--- config.mk ---
export PLATFORM = sky130hd
export DESIGN_NAME = cycle_class_top
export DESIGN_NICKNAME = d
export VERILOG_FILES = /design/src/rtl/stall_cls_pkg.sv /design/src/rtl/cause_decoder.sv /design/src/rtl/pulse_stage.sv /design/src/rtl/cat_counter.sv /design/src/rtl/cycle_class_top.sv
export SDC_FILE = /design/constraint.sdc
export NUM_CORES = 1
export LEC_CHECK = 0
export CAP_MARGIN = 20
export CELL_PAD_IN_SITES_DETAIL_PLACEMENT = 2
export CELL_PAD_IN_SITES_GLOBAL_PLACEMENT = 2
export CORE_ASPECT_RATIO = 1.1
export CORE_MARGIN = 10
export CORE_UTILIZATION = 32
export CTS_BUF_LIST = sky130_fd_sc_hd__clkbuf_4 sky130_fd_sc_hd__clkbuf_8 sky130_fd_sc_hd__clkbuf_16
export DETAILED_ROUTE_END_ITERATION = 8
export PLACE_DENSITY_LB_ADDON = 0.1
export SYNTH_ARGS = -nofsm -noshare
export SYNTH_HDL_FRONTEND = slang
export SYNTH_HIERARCHICAL = 1
export SYNTH_SLANG_ARGS = --single-unit
--- constraint.sdc ---
create_clock -name clk -period 7.9 [get_ports clk]
set_input_delay 1.58 -clock clk [delete_from_list [all_inputs] [get_ports clk]]
set_output_delay 1.58 -clock clk [all_outputs]
set_load 0.01 [all_outputs]
--- src/rtl/stall_cls_pkg.sv ---
package stall_cls_pkg;

    typedef enum logic [1:0] {
        CAT_COMP  = 2'd0,
        CAT_LOAD  = 2'd1,
        CAT_STORE = 2'd2
    } cat_e;

    localparam int NUM_CAT = 3;

    typedef struct packed {
        logic ld_pend;
        logic st_pend;
        logic fetch_stall;
        logic queue_full;
        logic mem_raw;
        logic alu_haz;
        logic ctrl_haz;
        logic bank_conf;
    } cause_t;

    // Fixed-priority labelling of one pipeline cycle.
    function automatic cat_e pick_category(input int unsigned issued,
                                           input int unsigned max_issue,
                                           input cause_t c);
        cat_e r;
        r = CAT_COMP;
        if (issued >= max_issue) begin
            r = CAT_COMP;
        end else if (issued != 0 && c.alu_haz) begin
            r = CAT_COMP;
        end else if (c.ctrl_haz || c.bank_conf) begin
            r = CAT_COMP;
        end else if (!c.ld_pend && !c.st_pend && !c.fetch_stall) begin
            r = CAT_COMP;
        end else if (c.ld_pend) begin
            if (c.mem_raw)          r = CAT_LOAD;
            else if (c.alu_haz)     r = CAT_COMP;
            else if (c.queue_full)  r = CAT_LOAD;
            else if (c.fetch_stall) r = CAT_LOAD;
            else                    r = CAT_COMP;
        end else if (c.queue_full) begin
            r = CAT_STORE;
        end
        return r;
    endfunction

endpackage

--- src/rtl/cause_decoder.sv ---
module cause_decoder
    import stall_cls_pkg::*;
#(
    parameter int ISSUE_MAX = 2,
    parameter int ISSUE_W   = 2
) (
    input  logic [ISSUE_W-1:0] issue_cnt,
    input  cause_t             cause,
    output logic [NUM_CAT-1:0] onehot
);
    cat_e sel;

    always_comb begin
        sel    = pick_category(int'(issue_cnt), ISSUE_MAX, cause);
        onehot = '0;
        onehot[sel] = 1'b1;
    end
endmodule

--- src/rtl/pulse_stage.sv ---
module pulse_stage
    import stall_cls_pkg::*;
(
    input  logic               clk,
    input  logic               rst,
    input  logic               kstart,
    input  logic               valid,
    input  logic [NUM_CAT-1:0] onehot_in,
    output logic [NUM_CAT-1:0] pulses
);
    always_ff @(posedge clk) begin
        if (rst || kstart)  pulses <= '0;
        else if (valid)     pulses <= onehot_in;
        else                pulses <= '0;
    end

    AST_ONE_HOT: assert property (@(posedge clk) disable iff (rst)
        (valid && !kstart) |=> ($countones(pulses) == 1));
    AST_IDLE_QUIET: assert property (@(posedge clk) disable iff (rst)
        (!valid) |=> (pulses == '0));
endmodule

--- src/rtl/cat_counter.sv ---
module cat_counter #(
    parameter int CNT_W = 32
) (
    input  logic             clk,
    input  logic             rst,
    input  logic             clr,
    input  logic             inc,
    output logic [CNT_W-1:0] count
);
    always_ff @(posedge clk) begin
        if (rst || clr) count <= '0;
        else if (inc)   count <= count + 1'b1;
    end
endmodule

--- src/rtl/cycle_class_top.sv ---
module cycle_class_top
    import stall_cls_pkg::*;
#(
    parameter  int ISSUE_MAX = 2,
    parameter  int CNT_W     = 32,
    localparam int ISSUE_W   = $clog2(ISSUE_MAX + 1)
) (
    input  logic               clk,
    input  logic               rst,
    input  logic               kstart,
    input  logic               valid,
    input  logic [ISSUE_W-1:0] issue_cnt,
    input  logic               ld_pend,
    input  logic               st_pend,
    input  logic               fetch_stall,
    input  logic               queue_full,
    input  logic               mem_raw,
    input  logic               alu_haz,
    input  logic               ctrl_haz,
    input  logic               bank_conf,
    output logic               comp_pulse,
    output logic               ld_pulse,
    output logic               st_pulse,
    output logic [CNT_W-1:0]   comp_total,
    output logic [CNT_W-1:0]   ld_total,
    output logic [CNT_W-1:0]   st_total,
    output logic [CNT_W-1:0]   cyc_total
);
    cause_t             cause;
    logic [NUM_CAT-1:0] onehot;
    logic [NUM_CAT-1:0] pulses;
    logic [CNT_W-1:0]   totals [NUM_CAT];
    logic               count_en;

    assign cause = '{ld_pend: ld_pend, st_pend: st_pend, fetch_stall: fetch_stall,
                     queue_full: queue_full, mem_raw: mem_raw, alu_haz: alu_haz,
                     ctrl_haz: ctrl_haz, bank_conf: bank_conf};
    assign count_en = valid && !kstart;

    cause_decoder #(.ISSUE_MAX(ISSUE_MAX), .ISSUE_W(ISSUE_W)) u_dec (
        .issue_cnt (issue_cnt),
        .cause     (cause),
        .onehot    (onehot)
    );

    pulse_stage u_pulse (
        .clk       (clk),
        .rst       (rst),
        .kstart    (kstart),
        .valid     (valid),
        .onehot_in (onehot),
        .pulses    (pulses)
    );

    for (genvar i = 0; i < NUM_CAT; i++) begin : g_cat
        cat_counter #(.CNT_W(CNT_W)) u_cnt (
            .clk   (clk),
            .rst   (rst),
            .clr   (kstart),
            .inc   (count_en && onehot[i]),
            .count (totals[i])
        );
    end

    cat_counter #(.CNT_W(CNT_W)) u_cyc (
        .clk   (clk),
        .rst   (rst),
        .clr   (kstart),
        .inc   (count_en),
        .count (cyc_total)
    );

    assign comp_pulse = pulses[CAT_COMP];
    assign ld_pulse   = pulses[CAT_LOAD];
    assign st_pulse   = pulses[CAT_STORE];
    assign comp_total = totals[CAT_COMP];
    assign ld_total   = totals[CAT_LOAD];
    assign st_total   = totals[CAT_STORE];

    AST_FULL_ISSUE: assert property (@(posedge clk) disable iff (rst)
        (count_en && int'(issue_cnt) >= ISSUE_MAX) |=> comp_pulse);
    AST_STORE_NO_LOAD: assert property (@(posedge clk) disable iff (rst)
        (count_en && ld_pend) |=> !st_pulse);
    AST_TOTAL_SUM: assert property (@(posedge clk) disable iff (rst)
        cyc_total == comp_total + ld_total + st_total);
    AST_KSTART_CLEAR: assert property (@(posedge clk) disable iff (rst)
        kstart |=> (cyc_total == '0 && comp_total == '0 && ld_total == '0
                    && st_total == '0 && pulses == '0));
endmodule

==> impl_metrics.csv, run 1 <==
group,metric,value,unit
status,status,"finished clean",
clock_network,clock-sinks,131,
clock_network,cts_buffers,17,
yosys,ys_ff_latch,131,
worst_setup_path,startpoint,"alu_haz",
clock_network,ctsHoldBuffers,0,
drt,wirelength,22800,um
clock_network,cts_resized,0,
timing,setup_violations,0,
worst_setup_path,cpPeakStageDelay,470,ps
worst_setup_path,cp_slowest_cell,"or4_1",
drt,drtIter0Drc,183,
worst_setup_path,cp-start-kind,"input port",
cells_and_area,area_growth,33.2,%
floorplan,die_h,169,um
job,drv_cap,0,
clock_network,htreeDepth,4,
power_and_ir_drop,p_per_area,175,mW/mm2
worst_setup_path,crit_required,8250,ps
grt,grt_pass1_wl,37500,um
drt,postRouteAntennaNets,0,
drt,drt_pre_antenna_iters,4,
worst_setup_path,critPathBufInv,1,
yosys,yosysTopAreaCell,"dfxtp_1",
placed_design,port_buffers,144,
drt,routed_via_density,5.62,
yosys,synth.net_count,750,
timing,worstMarginPinSlew,926,ps
power_and_ir_drop,irDropWorstVdd,0.148,mV
yosys,synth_edf_count,0,
worst_setup_path,worstSetupPathType,"in -> reg",
timing,fin_setup_tns,0,ps
floorplan,die_area,0.0264,mm2
yosys,netlist_area,0.00648,mm2
timing,rsz0062_at_grt,"false",
worst_setup_path,cp.arrival,4360,ps
placed_design,hpwl,16400,um
timing,period_needed,4020,ps
yosys,synth_cell_types,41,
clock_network,insertion_delay,430,ps
placed_design,gp_congestion,0.772,
yosys,synth_area_leaders,"dfxtp_1 40%, xor2_1 4.9%, a21oi_1 4.6%",
worst_setup_path,cp_max_fo,8,
clock_network,cts_setup_buffers,0,
yosys,syn_area_per_cell,8.85,um2
timing,finalCritPeriodShare,0.509,
clock_network,clk_pin_slew,60,ps
yosys,synthCells,732,
worst_setup_path,crit_chain,"clkdlybuf4s50_1, a2111oi_2, and4bb_1, and3b_2, nand3_2, or3_1, or4_1, a21oi_1",
drt,drc,0,
timing,finalHoldViolCount,0,
clock_network,cts-root-buf,"clkbuf_16",
worst_setup_path,reg2reg_depth,4,
worst_setup_path,cp.depth,8,
worst_setup_path,r2r-end,"g_cat[0].u_cnt/count[29]$_SDFFE_PP0P_",
worst_setup_path,timing.rr.start,"g_cat[0].u_cnt/count[3]$_SDFFE_PP0P_",
timing,slew_headroom,0.381,
cells_and_area,drive_gt1_frac,0.0923,
timing,slew_viol_final,0,
floorplan,row_count,54,
clock_network,cts_buffer_depth,2,
yosys,synth-main-ff-cell,"dfxtp_1",
grt,antenna_found_initial,2,
timing,clock.fmax,249,MHz
worst_hold_path,hold_path_class,"reg -> reg",
yosys,ys.warnings.count,6,
worst_setup_path,endpoint,"g_cat[2].u_cnt/count[28]$_SDFFE_PP0P_",
grt,grt_usage,0.172,
worst_setup_path,endpoint_kind,"register",
floorplan,coreArea,0.0199,mm2
yosys,yosysMostFrequentCell,"dfxtp_1",
timing,whs,497,ps
grt,grt_overflow_total,0,
grt,grt_pass1_vias,6978,
floorplan,die_w,156,um
drt,wl_per_cell,20.3,um
worst_setup_path,rrSetupSlack,5830,ps
clock_network,tritoncts,"built",
power_and_ir_drop,p_leak,2.74,nW
yosys,synthTopCellsByCount,"131 x dfxtp_1, 62 x nor2_1, 60 x a21oi_1, 53 x nand2_1, 48 x or3_1",
yosys,async_flop_share,0,
grt,grt_max_degree,29,
worst_setup_path,cp_top_family,"simple AND/OR/NAND/NOR gates",
drt,num_vias,6295,
timing,finClkSkew,10.7,ps
yosys,synth_top_area_share,0.405,
yosys,yosysSeqAreaShare,0.405,
floorplan,io-pin-count,145,
floorplan,start_util,0.326,
cells_and_area,layout.nets,873,
how the worst min path moves through the flow:
stage	start	endpoint	cells past startpoint	slack [ps]
2_1_floorplan	g_cat[0].u_cnt/count[31]$_SDFFE_PP0P_	g_cat[0].u_cnt/count[31]$_SDFFE_PP0P_	2	490
3_3_place_gp	u_cyc/count[31]$_SDFFE_PP0P_	u_cyc/count[31]$_SDFFE_PP0P_	2	460
3_5_place_dp	u_cyc/count[31]$_SDFFE_PP0P_	u_cyc/count[31]$_SDFFE_PP0P_	2	490
4_1_cts	u_cyc/count[31]$_SDFFE_PP0P_	u_cyc/count[31]$_SDFFE_PP0P_	2	500
5_1_grt	g_cat[0].u_cnt/count[31]$_SDFFE_PP0P_	g_cat[0].u_cnt/count[31]$_SDFFE_PP0P_	2	520
6_report	u_cyc/count[31]$_SDFFE_PP0P_	u_cyc/count[31]$_SDFFE_PP0P_	2	500
flip-flops by register name, indices dropped and copies added (netlist names):
register	count
u_cyc/count	32
g_cat.u_cnt/count	96
u_pulse/pulses	3
metal layers:
layer	part of all wire	GRT usage
met5	0	0
met2	0.52	0.307
met4	0.016	0.0542
met3	0.060	0.0586
met1	0.41	0.188
worst min-delay path, delay by kind of cell, from the launching register on:
| family | cells | cell delay, ps |
|---|---|---|
| flip-flops | 1 | 320 |
| multiplexers | 1 | 60 |
| AND/OR/NAND/NOR | 1 | 60 |
per-stage QoR:
step | std cells | setup slack [ps] | util | power [mW] | area (um2)
after floorplan | 732 | 4250 | - | 0.695 | 6480
after global placement | 1088 | 3510 | 0.404 | 0.712 | 8030
after detailed placement | 1088 | 3410 | 0.404 | 0.713 | 8030
after CTS | 1119 | 3850 | 0.434 | 1.53 | 8630
after global routing | 1119 | 3650 | 0.434 | 1.56 | 8630
final | 1121 | 3880 | 0.435 | 1.51 | 8630
kinds of logic (layout without fill, tap and decap cells):
| kind of cell | count (synthesis) | after routing | synth area share |
|---|---|---|---|
| xor+xnor | 48 | 48 | 0.0649 |
| flops | 131 | 131 | 0.405 |
| compound gates | 133 | 133 | 0.122 |
| other cells | 0 | 2 | 0 |
| buf+inv | 40 | 175 | 0.0324 |
| mux | 16 | 16 | 0.0247 |
| simple gates | 360 | 360 | 0.343 |
| fa+ha+maj | 4 | 4 | 0.00772 |
where the power goes:
part	leakage (nW)	internal [mW]	switching, mW
Clock	0.284	0.502	0.314
Combinational	1.40	0.0133	0.0225
Sequential	1.05	0.661	0.000853
cell usage in the layout (no fill, tap or decap), types with 4 or more instances in the layout:
| cell type | synthesis | final |
|---|---|---|
| a21oi_1 | 60 | 60 |
| a31oi_1 | 4 | 4 |
| a41o_1 | 4 | 4 |
| and2_1 | 8 | 8 |
| and3_1 | 8 | 8 |
| and3_2 | 5 | 5 |
| and4_1 | 20 | 20 |
| and4_2 | 4 | 4 |
| clkbuf_16 | 0 | 17 |
| clkdlybuf4s50_1 | 0 | 144 |
| clkinvlp_4 | 0 | 4 |
| dfxtp_1 | 131 | 131 |
| ha_1 | 4 | 4 |
| mux2i_1 | 16 | 16 |
| nand2_1 | 53 | 53 |
| nand3_1 | 32 | 32 |
| nand3_2 | 20 | 20 |
| nand4_1 | 36 | 36 |
| nand4_2 | 4 | 4 |
| nand4_4 | 4 | 4 |
| nor2_1 | 62 | 62 |
| nor3_1 | 8 | 8 |
| nor4_1 | 4 | 4 |
| o21ai_0 | 28 | 28 |
| o31ai_1 | 32 | 32 |
| or2_2 | 4 | 4 |
| or3_1 | 48 | 48 |
| or4_1 | 32 | 32 |
| xnor2_1 | 12 | 12 |
| xor2_1 | 36 | 36 |
area by class of cell:
type / count / area [um2]
fill: 2169 / 11200
multi-input combinational: 561 / 3650
sequential: 131 / 2620
timing repair buffer: 144 / 1440
clock buffer: 18 / 439
tap: 252 / 315
clock inverter: 13 / 161
antenna: 2 / 5.00
Note: power is estimated with default switching activity, not from simulation.
==> run 2, diff against run 1 <==
- CORE_UTILIZATION: 32 -> 27
- clock period: 7.9 -> 3.5 ns (I/O delays scaled with it)
==> run 2 against run 1 <==
Combinational power up 140%. Sequential cell count unchanged. Routed wire length up 1.5%. Hold slack worse by 20 ps. Sequential share of layout area down 0.34 points. Register-to-register slack worse by 4400 ps. Via count up 0.37%. Setup slack worse by 3600 ps. Critical path depth unchanged. Cell area up 1.1%. Sequential power up 130%. Critical endpoint is now g_cat[1].u_cnt/count[29]$_SDFFE_PP0P_.
==> impl_metrics.csv, run 2 (synthesis results as in run 1) <==
group,metric,value,unit
status,status,"finished clean",
clock_network,ctsHoldBuffers,0,
floorplan,io-pin-count,145,
drt,wl_per_cell,19.4,um
power_and_ir_drop,total_power,3.21,mW
clock_network,cts_resized,0,
timing,clock.fmax,311,MHz
grt,grt_pass1_wl,38100,um
worst_setup_path,worstSetupPathType,"in -> reg",
placed_design,placed_cells,1155,
clock_network,insertion_delay,420,ps
worst_hold_path,hold_path_class,"reg -> reg",
placed_design,hpwl,17400,um
floorplan,die_area,0.0306,mm2
worst_setup_path,endpoint_kind,"register",
floorplan,coreArea,0.0236,mm2
power_and_ir_drop,p_per_area,368,mW/mm2
grt,grt_overflow_total,0,
floorplan,die_w,168,um
drt,drc,0,
job,drv_cap,0,
grt,grt_max_degree,29,
timing,period_needed,3210,ps
clock_network,cts_buffers,17,
cells_and_area,largest_register_ffs,96,
placed_design,port_buffers,144,
cells_and_area,top_register,"g_cat.u_cnt/count",
cells_and_area,mostFrequentLayoutCells,"144 x clkdlybuf4s50_1, 131 x dfxtp_1, 62 x nor2_1",
floorplan,row_count,59,
drt,routed_via_density,5.32,
clock_network,clk_pin_slew,60,ps
drt,drt_pre_antenna_iters,6,
timing,slew_headroom,0.595,
worst_setup_path,cp.arrival,3550,ps
placed_design,gp_congestion,0.753,
timing,rsz0062_at_grt,"false",
timing,finalCritPeriodShare,0.917,
cells_and_area,fin_area,0.00873,mm2
worst_setup_path,cpPeakStageDelay,580,ps
clock_network,htreeDepth,4,
grt,grt_pass1_vias,6900,
timing,slew_viol_final,0,
worst_setup_path,cp_top_family,"simple AND/OR/NAND/NOR gates",
clock_network,tritoncts,"built",
cells_and_area,finalNonFillerCells,1188,
drt,drtIter0Drc,185,
timing,finalHoldViolCount,0,
clock_network,cts-root-buf,"clkbuf_16",
timing,finClkSkew,11.2,ps
worst_setup_path,crit_required,3840,ps
cells_and_area,reg_top3,"g_cat.u_cnt/count (96), u_cyc/count (32), u_pulse/pulses (3)",
placed_design,dpl_cell_area,0.00820,mm2
drt,wirelength,23100,um
worst_setup_path,cp-start-kind,"input port",
power_and_ir_drop,irDropWorstVdd,0.274,mV
clock_network,clock-sinks,131,
cells_and_area,layout.nets,887,
worst_setup_path,critPathBufInv,1,
floorplan,die_h,182,um
clock_network,cts_setup_buffers,0,
clock_network,cts_buffer_depth,2,
worst_setup_path,cp_max_fo,8,
cells_and_area,area_growth,34.7,%
floorplan,start_util,0.274,
worst_setup_path,crit_chain,"clkdlybuf4s50_1, a2111oi_2, and3_2, and3b_2, nand4_1, or3_1, or4_1, a21oi_1",
timing,worstMarginPinSlew,607,ps
power_and_ir_drop,p_leak,2.78,nW
grt,antenna_found_initial,4,
drt,postRouteAntennaNets,0,
drt,num_vias,6318,
cells_and_area,layout_commonest_cell,"clkdlybuf4s50_1",
grt,grt_usage,0.149,
timing,setup_violations,0,
timing,fin_setup_tns,0,ps
cells_and_area,utilization,0.370,
worst_setup_path,cp_slowest_cell,"a2111oi_2",
cells_and_area,drive_gt1_frac,0.108,
## run 2: cell count changes in the layout (fill, tap and decap cells not counted)
cell,previous run,this run
clkinvlp_4,4,3
buf_4,0,14
clkinv_4,3,1
clkbuf_4,0,4
bufinv_16,3,0
clkinv_2,3,6
diode_2,2,1
## run 2: final cells by class
type                            instances  area (um2)
Fill cell                            2669       14900
Multi-Input combinational cell        561        3650
Antenna cell                            1        2.50
Clock buffer                           22         469
Sequential cell                       131        2620
Timing Repair Buffer                  158        1550
Tap cell                              305         382
Clock inverter                         10        61.3
## run 2: power breakdown
group	internal [mW]	switching (mW)	total (mW)
Clock	0.947	0.680	1.63
Combinational	0.0342	0.0533	0.0876
Sequential	1.49	0.00190	1.49
## run 2: path summary, 6_finish.rpt
check | start | end | slack [ps] | depth (start not counted)
setup / recovery | alu_haz | g_cat[1].u_cnt/count[29]$_SDFFE_PP0P_ | 290 | 8
hold / removal | g_cat[0].u_cnt/count[31]$_SDFFE_PP0P_ | g_cat[0].u_cnt/count[31]$_SDFFE_PP0P_ | 480 | 2
setup reg to reg | g_cat[0].u_cnt/count[3]$_SDFFE_PP0P_ | g_cat[0].u_cnt/count[25]$_SDFFE_PP0P_ | 1430 | 4
hold reg to reg | g_cat[0].u_cnt/count[31]$_SDFFE_PP0P_ | g_cat[0].u_cnt/count[31]$_SDFFE_PP0P_ | 480 | 2
## run 2: layer usage
| metal | vias to the layer above | part of all wire | GRT usage | routed length (um) |
|---|---|---|---|---|
| met5 | - | 0.0012 | 0 | 27 |
| met4 | 4 | 0.014 | 0.0425 | 321 |
| met3 | 29 | 0.063 | 0.0520 | 1460 |
| met2 | 99 | 0.51 | 0.262 | 11800 |
| met1 | 3169 | 0.41 | 0.165 | 9510 |
| li1 | 3017 | - | - | - |
## run 2: tightest hold or removal path, delay by kind of cell, from the launching register on
family / cells / cell delay, ps
flip-flops: 1 / 320
AND/OR/NAND/NOR: 1 / 60
multiplexers: 1 / 50
## run 2: per-stage QoR
| step | hold WS, ps | setup slack (ps) |
|---|---|---|
| finish | 477 | 289 |
| global route | 524 | 136 |
| CTS | 483 | 298 |
| detailed placement | 476 | -149 |
| global placement | 464 | -44.7 |
| floorplan | 490 | 729 |
==> run 3, diff against run 2 <==
- ABC_AREA: default -> 0
==> results of run 3 <==
Final layout, timing and power as in run 2 (identical DEF).
